$ cat src/rtl/twi_eeprom_pkg.sv
package twi_eeprom_pkg;

    localparam int BYTE_W = 8;
    localparam logic [3:0] CTRL_TAG = 4'b1010;

    typedef enum logic [1:0] {
        CMD_WRITE     = 2'b00,
        CMD_READ_CUR  = 2'b01,
        CMD_READ_RAND = 2'b10,
        CMD_READ_ALT  = 2'b11
    } cmd_e;

    typedef enum logic [3:0] {
        ST_IDLE, ST_START, ST_CTRL_WR, ST_ADDR, ST_WDATA,
        ST_RESTART, ST_CTRL_RD, ST_RDATA, ST_STOP
    } step_e;

    typedef enum logic [1:0] {SLOT_IDLE, SLOT_START, SLOT_STOP, SLOT_BIT} slot_e;

    typedef struct packed {
        logic scl;
        logic sda;
    } lines_t;

    // Ordered step list for each command
    function automatic step_e next_step(cmd_e c, step_e s);
        case (s)
            ST_START:   return (c == CMD_WRITE || c == CMD_READ_RAND) ? ST_CTRL_WR : ST_CTRL_RD;
            ST_CTRL_WR: return ST_ADDR;
            ST_ADDR:    return (c == CMD_WRITE) ? ST_WDATA : ST_RESTART;
            ST_WDATA:   return ST_STOP;
            ST_RESTART: return ST_CTRL_RD;
            ST_CTRL_RD: return ST_RDATA;
            ST_RDATA:   return ST_STOP;
            default:    return ST_IDLE;
        endcase
    endfunction

    function automatic logic is_byte(step_e s);
        return (s == ST_CTRL_WR) || (s == ST_ADDR) || (s == ST_WDATA) ||
               (s == ST_CTRL_RD) || (s == ST_RDATA);
    endfunction

    function automatic logic is_tx_byte(step_e s);
        return is_byte(s) && (s != ST_RDATA);
    endfunction

    function automatic slot_e slot_of(step_e s);
        if (s == ST_START || s == ST_RESTART) return SLOT_START;
        if (s == ST_STOP) return SLOT_STOP;
        if (is_byte(s)) return SLOT_BIT;
        return SLOT_IDLE;
    endfunction

    // Line levels for each phase of a slot
    function automatic lines_t slot_lines(slot_e k, logic [1:0] ph, logic b);
        lines_t l;
        l.scl = 1'b1;
        l.sda = 1'b1;
        case (k)
            SLOT_BIT: begin
                l.scl = (ph == 2'd1) || (ph == 2'd2);
                l.sda = b;
            end
            SLOT_START: begin
                l.scl = (ph == 2'd1) || (ph == 2'd2);
                l.sda = (ph < 2'd2);
            end
            SLOT_STOP: begin
                l.scl = (ph != 2'd0);
                l.sda = (ph >= 2'd2);
            end
            default: ;
        endcase
        return l;
    endfunction

endpackage

$ cat src/rtl/twi_phase_timer.sv
module twi_phase_timer #(
    parameter int DIV_W = 8
) (
    input  logic             clk,
    input  logic             rst,
    input  logic             run,
    input  logic [DIV_W-1:0] div_len,
    output logic [1:0]       phase,
    output logic             phase_end,
    output logic             slot_end
);
    logic [DIV_W-1:0] cnt_q;
    logic [1:0]       ph_q;

    assign phase     = ph_q;
    assign phase_end = run && (cnt_q == div_len);
    assign slot_end  = phase_end && (ph_q == 2'd3);

    always_ff @(posedge clk) begin
        if (rst || !run) begin
            cnt_q <= '0;
            ph_q  <= '0;
        end else if (phase_end) begin
            cnt_q <= '0;
            ph_q  <= ph_q + 2'd1;
        end else begin
            cnt_q <= cnt_q + 1'b1;
        end
    end
endmodule

$ cat src/rtl/twi_byte_shifter.sv
module twi_byte_shifter #(
    parameter int W = 8
) (
    input  logic         clk,
    input  logic         rst,
    input  logic         load,
    input  logic [W-1:0] load_val,
    input  logic         shift_out,
    input  logic         shift_in,
    input  logic         in_bit,
    output logic [W-1:0] q
);
    logic [W-1:0] sh_q;
    assign q = sh_q;

    always_ff @(posedge clk) begin
        if (rst)            sh_q <= '0;
        else if (load)      sh_q <= load_val;
        else if (shift_out) sh_q <= {sh_q[W-2:0], 1'b0};
        else if (shift_in)  sh_q <= {sh_q[W-2:0], in_bit};
    end
endmodule

$ cat src/rtl/twi_eeprom_master.sv
module twi_eeprom_master
    import twi_eeprom_pkg::*;
#(
    parameter int         DIV_W   = 8,
    parameter logic [2:0] DEV_SEL = 3'b000
) (
    input  logic              clk,
    input  logic              rst,
    input  logic              start,
    input  logic [1:0]        cmd,
    input  logic [BYTE_W-1:0] addr,
    input  logic [BYTE_W-1:0] wdata,
    input  logic [DIV_W-1:0]  clk_div,
    output logic              busy,
    output logic              done,
    output logic              ok,
    output logic [BYTE_W-1:0] rd_data,
    output logic              scl_o,
    output logic              sda_o,
    input  logic              sda_i
);
    localparam int BIT_IDX_W = $clog2(BYTE_W + 1);
    localparam logic [BIT_IDX_W-1:0] ACK_IDX = BIT_IDX_W'(BYTE_W);

    step_e               step_q;
    cmd_e                cmd_q;
    logic [BIT_IDX_W-1:0] bitn_q;
    logic [BYTE_W-1:0]   addr_q, wdat_q, rd_q, sh_q, sh_val;
    logic [DIV_W-1:0]    div_q;
    logic                busy_q, done_q, ok_q, fail_q, nack_q;
    lines_t              lines_q, lines_d;

    logic [1:0] phase;
    logic       ph_end, slot_end;
    logic       last_bit, advance, ack_fail, sample_en, tx_bit;
    logic       sh_load, sh_shift, sh_sample;
    step_e      nxt;

    twi_phase_timer #(.DIV_W(DIV_W)) u_timer (
        .clk(clk), .rst(rst), .run(busy_q), .div_len(div_q),
        .phase(phase), .phase_end(ph_end), .slot_end(slot_end)
    );

    twi_byte_shifter #(.W(BYTE_W)) u_shift (
        .clk(clk), .rst(rst), .load(sh_load), .load_val(sh_val),
        .shift_out(sh_shift), .shift_in(sh_sample), .in_bit(sda_i), .q(sh_q)
    );

    always_comb begin
        nxt       = next_step(cmd_q, step_q);
        last_bit  = (bitn_q == ACK_IDX);
        ack_fail  = is_tx_byte(step_q) && nack_q;
        advance   = busy_q && slot_end && (!is_byte(step_q) || last_bit);
        sample_en = busy_q && ph_end && (phase == 2'd2);
        tx_bit    = (is_tx_byte(step_q) && !last_bit) ? sh_q[BYTE_W-1] : 1'b1;
        sh_load   = advance && !ack_fail;
        sh_shift  = busy_q && slot_end && is_tx_byte(step_q) && !last_bit;
        sh_sample = sample_en && (step_q == ST_RDATA) && !last_bit;
        case (nxt)
            ST_CTRL_WR: sh_val = {CTRL_TAG, DEV_SEL, 1'b0};
            ST_CTRL_RD: sh_val = {CTRL_TAG, DEV_SEL, 1'b1};
            ST_ADDR:    sh_val = addr_q;
            ST_WDATA:   sh_val = wdat_q;
            default:    sh_val = '0;
        endcase
        lines_d = slot_lines(slot_of(step_q), phase, tx_bit);
    end

    always_ff @(posedge clk) begin
        if (rst) begin
            step_q  <= ST_IDLE;
            cmd_q   <= CMD_WRITE;
            bitn_q  <= '0;
            addr_q  <= '0;
            wdat_q  <= '0;
            div_q   <= '0;
            busy_q  <= 1'b0;
            done_q  <= 1'b0;
            ok_q    <= 1'b0;
            fail_q  <= 1'b0;
            nack_q  <= 1'b0;
            rd_q    <= '0;
            lines_q <= '{scl: 1'b1, sda: 1'b1};
        end else begin
            done_q  <= 1'b0;
            lines_q <= lines_d;
            if (sample_en && last_bit) nack_q <= sda_i;
            if (!busy_q) begin
                if (start) begin
                    busy_q <= 1'b1;
                    cmd_q  <= cmd_e'(cmd);
                    addr_q <= addr;
                    wdat_q <= wdata;
                    div_q  <= clk_div;
                    step_q <= ST_START;
                    bitn_q <= '0;
                    fail_q <= 1'b0;
                end
            end else if (slot_end) begin
                if (is_byte(step_q) && !last_bit) begin
                    bitn_q <= bitn_q + 1'b1;
                end else begin
                    bitn_q <= '0;
                    if (ack_fail) begin
                        fail_q <= 1'b1;
                        step_q <= ST_STOP;
                    end else if (step_q == ST_STOP) begin
                        busy_q <= 1'b0;
                        done_q <= 1'b1;
                        ok_q   <= !fail_q;
                        step_q <= ST_IDLE;
                    end else begin
                        if (step_q == ST_RDATA) rd_q <= sh_q;
                        step_q <= nxt;
                    end
                end
            end
        end
    end

    assign busy    = busy_q;
    assign done    = done_q;
    assign ok      = ok_q;
    assign rd_data = rd_q;
    assign scl_o   = lines_q.scl;
    assign sda_o   = lines_q.sda;
endmodule

$ cat config.mk
export PLATFORM = sky130hd
export DESIGN_NAME = twi_eeprom_master
export DESIGN_NICKNAME = d
export VERILOG_FILES = /design/src/rtl/twi_eeprom_pkg.sv /design/src/rtl/twi_phase_timer.sv /design/src/rtl/twi_byte_shifter.sv /design/src/rtl/twi_eeprom_master.sv
export SDC_FILE = /design/constraint.sdc
export NUM_CORES = 1
export LEC_CHECK = 0
export BUFFER_PORTS_ARGS = -buffer_cell sky130_fd_sc_hd__buf_4
export CORE_MARGIN = 2
export CORE_UTILIZATION = 51
export DETAILED_ROUTE_END_ITERATION = 6
export GPL_TIMING_DRIVEN = 0
export PLACE_DENSITY = 0.77
export SLEW_MARGIN = 20
export SYNTH_ARGS = -nofsm -noshare
export SYNTH_HDL_FRONTEND = slang
export SYNTH_SLANG_ARGS = --single-unit
$ cat constraint.sdc
create_clock -name clk -period 1.85 [get_ports clk]
set_input_delay 0.37 -clock clk [delete_from_list [all_inputs] [get_ports clk]]
set_output_delay 0.37 -clock clk [all_outputs]
set_load 0.02 [all_outputs]
==> results.sh, run 1 <==
export IMPL_synth_compound_area_share_pct=16.7
export IMPL_synth_top_area_cell="dfxtp_1"
export IMPL_setup_viol=23
export IMPL_synth_top_area_share_pct=44.8
export IMPL_ys_warn_count=0
export IMPL_grt_pass1_wl_um=13200
export IMPL_tns_ns=-2.08
export IMPL_p_sw_share_pct=25.9
export IMPL_drc=0
export IMPL_routed_via_count=2989
export IMPL_drt_iter0_drc=332
export IMPL_syn_inst=366
export IMPL_layout_commonest_cell="nand2_1"
export IMPL_clock_sinks=67
export IMPL_min_period_ns=2.01
export IMPL_path_class="reg -> reg"
export IMPL_ant_nets=0
export IMPL_routedWlPerCell_um=16.3
export IMPL_hold_path_depth=3
export IMPL_synth_edff_count=0
export IMPL_syn_area_um2=3000
export IMPL_cts_root_buf="clkbuf_8"
export IMPL_pwr_share_clk_pct=40.7
export IMPL_io_buffers=41
export IMPL_worst_pin_slew_ns=0.651
export IMPL_layout_common_cells="nand2_1 (74), buf_4 (63), dfxtp_1 (49), a21oi_1 (40), nor2_1 (25)"
export IMPL_critPathRequiredTime_ns=2.12
export IMPL_hpwl_um=5200
export IMPL_clk_latency_ns=0.35
export IMPL_p_sw_w=0.000822
export IMPL_initial_core_util_pct=53.7
export IMPL_clk_path_buf_depth=2
export IMPL_synth_cell_types=42
export IMPL_cp_arrival_ns=2.28
export IMPL_hold_viol_final=0
export IMPL_violations="setup timing"
export IMPL_critPathMaxFanout=3
export IMPL_antenna_found_initial=0
export IMPL_synth_xor_area_share_pct=5.26
export IMPL_vias_per_cell=5.78
export IMPL_synthAdderAreaFrac_pct=2.51
export IMPL_cts_buffers=9
export IMPL_finClkSkew_ns=0.00894
export IMPL_grt_usage_pct=26.6
export IMPL_wl_um=8410
export IMPL_grt_max_degree=13
export IMPL_slew_violations=0
export IMPL_slew_headroom_pct=56.6
export IMPL_synth_avg_cell_area_um2=8.18
export IMPL_synth_seq_cells=67
export IMPL_antenna_cells=0
export IMPL_cts_tree="built"
export IMPL_nets=476
export IMPL_power_density_nw_per_um2=772
export IMPL_synth_top_family_by_area="simple AND/OR/NAND/NOR gates"
export IMPL_die_width_um=80.6
export IMPL_syn2layout_area_growth_pct=37.2
export IMPL_p_leak_nw=1.49
export IMPL_r2r_cells=6
export IMPL_synth_area_leaders="dfxtp_1 (45%), nand2_1 (9.4%), a21oi_1 (7.4%)"
export IMPL_cp_start_kind="flip-flop"
export IMPL_cts_clk_slew_worst_paths_ns=0.07
export IMPL_fillers=402
export IMPL_muxShareOfSynthArea_pct=3.01
export IMPL_syn_nets=402
export IMPL_grt_pass1_vias=2846
export IMPL_synthSimpleGateAreaFrac_pct=24.1
export IMPL_end_kind="flip-flop"
export IMPL_fmaxAchievable_mhz=498
export IMPL_holdBufCountCts=0
export IMPL_seq_area_frac_synth_pct=44.8
export IMPL_setup_ws_ns=-0.157
export IMPL_coreArea_um2=5570
export IMPL_maxCapViolCount=0
export IMPL_ir_drop_v=0.000522
export IMPL_rrSetupSlack_ns=-0.16
export IMPL_synthFlopType="dfxtp_1"
export IMPL_h_tree_depth=3
export IMPL_die_h_um=80.6
export IMPL_min_path_type="in -> reg"
export IMPL_outcome="complete, but fails checks"
export IMPL_rows=27
export IMPL_p_int_w=0.00235
export IMPL_dieArea_um2=6500
export IMPL_post_route_period_util_pct=108
export IMPL_seq_power_share_pct=48.0
export IMPL_rsz0062_at_grt="yes"
export IMPL_ios=43
export IMPL_synthArstFlopShare_pct=0
export IMPL_layout_cells_non_filler=517
export IMPL_gp_congestion=0.880
export IMPL_dr_pass1_iters=5
export IMPL_drive_above_1_share_pct=34.4
export IMPL_dp_cells=479
export IMPL_comb_power_share_pct=11.2
export IMPL_grt_ovfl_total=0
-- area by class of cell --
cell class	instances	area, um2	share of cell area, %
tap	72	90.1	2.19
inverter	8	30.0	0.731
timing repair buffer	64	488	11.9
multi-input combinational	271	1810	43.9
clock inverter	5	61.3	1.49
buffer	19	111	2.71
sequential	67	1370	33.4
clock buffer	11	151	3.68
-- cells by family after synthesis --
logic type                 Yosys count
muxes                                9
xor gates and xnor gates            18
AOI/OAI and AO/OA                   83
adders and majority gates            6
buffers and inverters               28
and+or+nand+nor                    155
DFF                                 67
-- layer usage --
layer	vias to the layer above	GRT usage [%]	wire length [um]
li1	1419	-	-
met1	1390	33.5	3480
met2	149	42.4	4100
met3	31	5.73	601
met4	0	13.9	226
met5	-	0	0
-- stage by stage --
stage               util (%)  instance area (um2)  total power (W)  setup WS [ns]  hold slack [ns]
detailed placement      61.0                 3400          0.00182         -0.424            0.448
CTS                     71.0                 3960          0.00314         -0.135            0.257
floorplan                  -                 3000          0.00171        -0.0295            0.434
global placement        61.0                 3400          0.00181         -0.381            0.442
global route            73.7                 4110          0.00326         -0.267            0.271
finish                  73.7                 4110          0.00317         -0.157            0.257
-- critical path: stages (launching register included) --
cell,delay (ns)
dfxtp_2,0.35
xnor2_2,0.17
nand4_1,0.19
or3_4,0.46
or2_4,0.26
or3_4,0.37
a21oi_2,0.13
-- what timing repair did --
item                       4_1_cts  5_1_grt
buffers inserted                19        4
pin swaps                       18       11
gates resized for setup         52       36
hold endpoints to repair         0        0
setup endpoints to repair       26       57
-- power by group through the flow --
stage | clock, W | combinational (W) | sequential [W]
after floorplan | 0 | 0.000164 | 0.00155
after global placement | 0 | 0.000263 | 0.00155
after detailed placement | 0 | 0.000270 | 0.00155
after CTS | 0.00129 | 0.000330 | 0.00152
after global routing | 0.00135 | 0.000387 | 0.00153
final | 0.00129 | 0.000357 | 0.00152
-- state kept, by name, indices dropped and copies added (netlist names), 4 cells and up --
signal,cells
addr_q,8
bitn_q,4
div_q,8
rd_data,8
step_q,4
u_shift.q,8
u_timer.cnt_q,8
wdat_q,8
-- cell usage after synthesis (7+ instances only) --
cell and n:
nand2_1 75, dfxtp_1 67, nand4_1 8, mux2i_1 9
inv_1 8, a21oi_1 44, nand3_1 7, nor2_1 27
clkbuf_1 13, nor3_1 7, xnor2_1 13, o21ai_0 12
or3_1 7
-- worst paths after layout --
path                     from   endpoint
max reg2reg  u_timer.cnt_q[7]         ok
max          u_timer.cnt_q[7]         ok
min reg2reg         addr_q[0]  addr_q[0]
min                clk_div[2]   div_q[2]
Power figures use the tool's default switching activity.
==> run 2, diff against run 1 <==
- clock period: 1.85 -> 1.6 ns (I/O delays scaled with it)
==> results.sh, run 2 (synthesis results as in run 1) <==
export IMPL_cts_buffers=9
export IMPL_dieArea_um2=6500
export IMPL_maxCapViolCount=0
export IMPL_rows=27
export IMPL_cts_tree="built"
export IMPL_vias_per_cell=6.01
export IMPL_grt_pass1_wl_um=13700
export IMPL_holdBufCountCts=0
export IMPL_fillers=358
export IMPL_route_met2_wl_um=4580
export IMPL_ir_drop_v=0.000674
export IMPL_multi_input_area_um2=1950
export IMPL_io_buffers=41
export IMPL_worst_pin_slew_ns=0.639
export IMPL_power_density_nw_per_um2=806
export IMPL_min_path_type="in -> reg"
export IMPL_grt_max_degree=11
export IMPL_clock_sinks=67
export IMPL_antenna_found_initial=0
export IMPL_outcome="complete, but fails checks"
export IMPL_slowest_stage="dfxtp_1"
export IMPL_gp_congestion=0.890
export IMPL_fmaxAchievable_mhz=499
export IMPL_hpwl_um=5180
export IMPL_end_kind="flip-flop"
export IMPL_critPathMaxFanout=10
export IMPL_cts_clk_slew_worst_paths_ns=0.08
export IMPL_cp_cell_sequence="clkbuf_4 > inv_1 > o211ai_4 > nand3_4 > or2_4 > buf_6 > o21ai_0 > a21oi_1"
export IMPL_setup_ws_ns=-0.404
export IMPL_clk_latency_ns=0.36
export IMPL_grt_usage_pct=27.9
export IMPL_grt_ovfl_total=0
export IMPL_cts_root_buf="clkbuf_8"
export IMPL_finClkSkew_ns=0.0127
export IMPL_layout_common_cells="nand2_1 (69), buf_4 (68), dfxtp_1 (46), a21oi_1 (36), nor2_1 (25)"
export IMPL_rsz0062_at_grt="yes"
export IMPL_place_area_um2=3470
export IMPL_register_area_um2=1380
export IMPL_post_route_period_util_pct=125
export IMPL_min_period_ns=2.00
export IMPL_met3WireLength_um=729
export IMPL_die_h_um=80.6
export IMPL_routedWlPerCell_um=17.8
export IMPL_slew_violations=0
export IMPL_drt_iter0_drc=397
export IMPL_ios=43
export IMPL_cp_start_kind="flip-flop"
export IMPL_slowest_delay_ns=0.39
export IMPL_layout_commonest_cell="nand2_1"
export IMPL_die_width_um=80.6
export IMPL_ant_nets=0
export IMPL_power_total_w=0.00351
export IMPL_antenna_cells=0
export IMPL_final_cell_area_um2=4360
export IMPL_grt_pass1_vias=2904
export IMPL_clk_path_buf_depth=2
export IMPL_initial_core_util_pct=53.7
export IMPL_dr_max_layer_used="met4"
export IMPL_violations="setup timing"
export IMPL_route_layer_met1_wl_um=3700
export IMPL_setup_viol=33
export IMPL_slew_headroom_pct=56.9
export IMPL_p_leak_nw=1.60
export IMPL_dr_pass1_iters=5
export IMPL_critPathRequiredTime_ns=1.80
export IMPL_drive_above_1_share_pct=41.4
export IMPL_wl_um=9420
export IMPL_h_tree_depth=3
export IMPL_coreArea_um2=5570
export IMPL_cp_arrival_ns=2.21
export IMPL_path_class="reg -> reg"
export IMPL_hold_viol_final=0
export IMPL_drc=0
export IMPL_nets=489
export IMPL_syn2layout_area_growth_pct=45.7
export IMPL_utilization_pct=78.3
export IMPL_routed_via_count=3172
==> run 2: timing repair <==
item / CTS / global route
pin swaps: 33 / 26
cloned: 0 / 1
endpoints found under the setup margin: 57 / 59
buffers inserted: 27 / 12
gates resized for setup: 68 / 50
==> run 2: worst max-delay path, delay by kind of cell (launching register included) <==
family | cells | cell delay [ns]
buf+inv | 3 | 0.56
compound gates | 3 | 0.49
simple gates | 2 | 0.41
flops | 1 | 0.39
==> run 2: area by class of cell <==
| class | count | area share, % |
|---|---|---|
| clock buffers | 12 | 3.56 |
| inverters | 8 | 0.688 |
| plain buffers | 17 | 2.70 |
| well taps | 72 | 2.06 |
| clock inverters | 2 | 0.287 |
| flip-flops and latches | 67 | 31.6 |
| repair buffers | 78 | 14.4 |
| multi-input cells | 272 | 44.7 |
==> run 2: metal layers <==
layer,vias up,GRT usage (%)
met2,212,48.9
met4,0,14.7
met1,1459,32.4
li1,1447,-
met3,54,4.38
met5,-,0
==> run 2: report_power, final <==
part | total (W) | switching, W | internal [W]
registers | 0.00177 | 0.0000499 | 0.00172
logic | 0.000475 | 0.000251 | 0.000223
clock network | 0.00127 | 0.000645 | 0.000628
total | 0.00351 | 0.000946 | 0.00257
==> run 2: worst paths after layout <==
check	start	end	cells after the start	slack (ns)
worst max-delay path	step_q[3]	ok	8	-0.40
worst min-delay path	clk_div[0]	div_q[0]	3	0.21
worst max register to register	step_q[3]	ok	8	-0.40
worst min register to register	wdat_q[5]	wdat_q[5]	2	0.46
==> run 2: per-stage QoR <==
stage / setup slack, ns / TNS [ns] / cells / hold slack, ns
2_1_floorplan: -0.227 / -2.79 / 366 / 0.434
3_3_place_gp: -0.522 / -13.50 / 479 / 0.443
3_5_place_dp: -0.544 / -15.17 / 479 / 0.448
4_1_cts: -0.250 / -4.68 / 519 / 0.205
5_1_grt: -0.427 / -9.86 / 528 / 0.217
6_report: -0.404 / -8.26 / 528 / 0.207
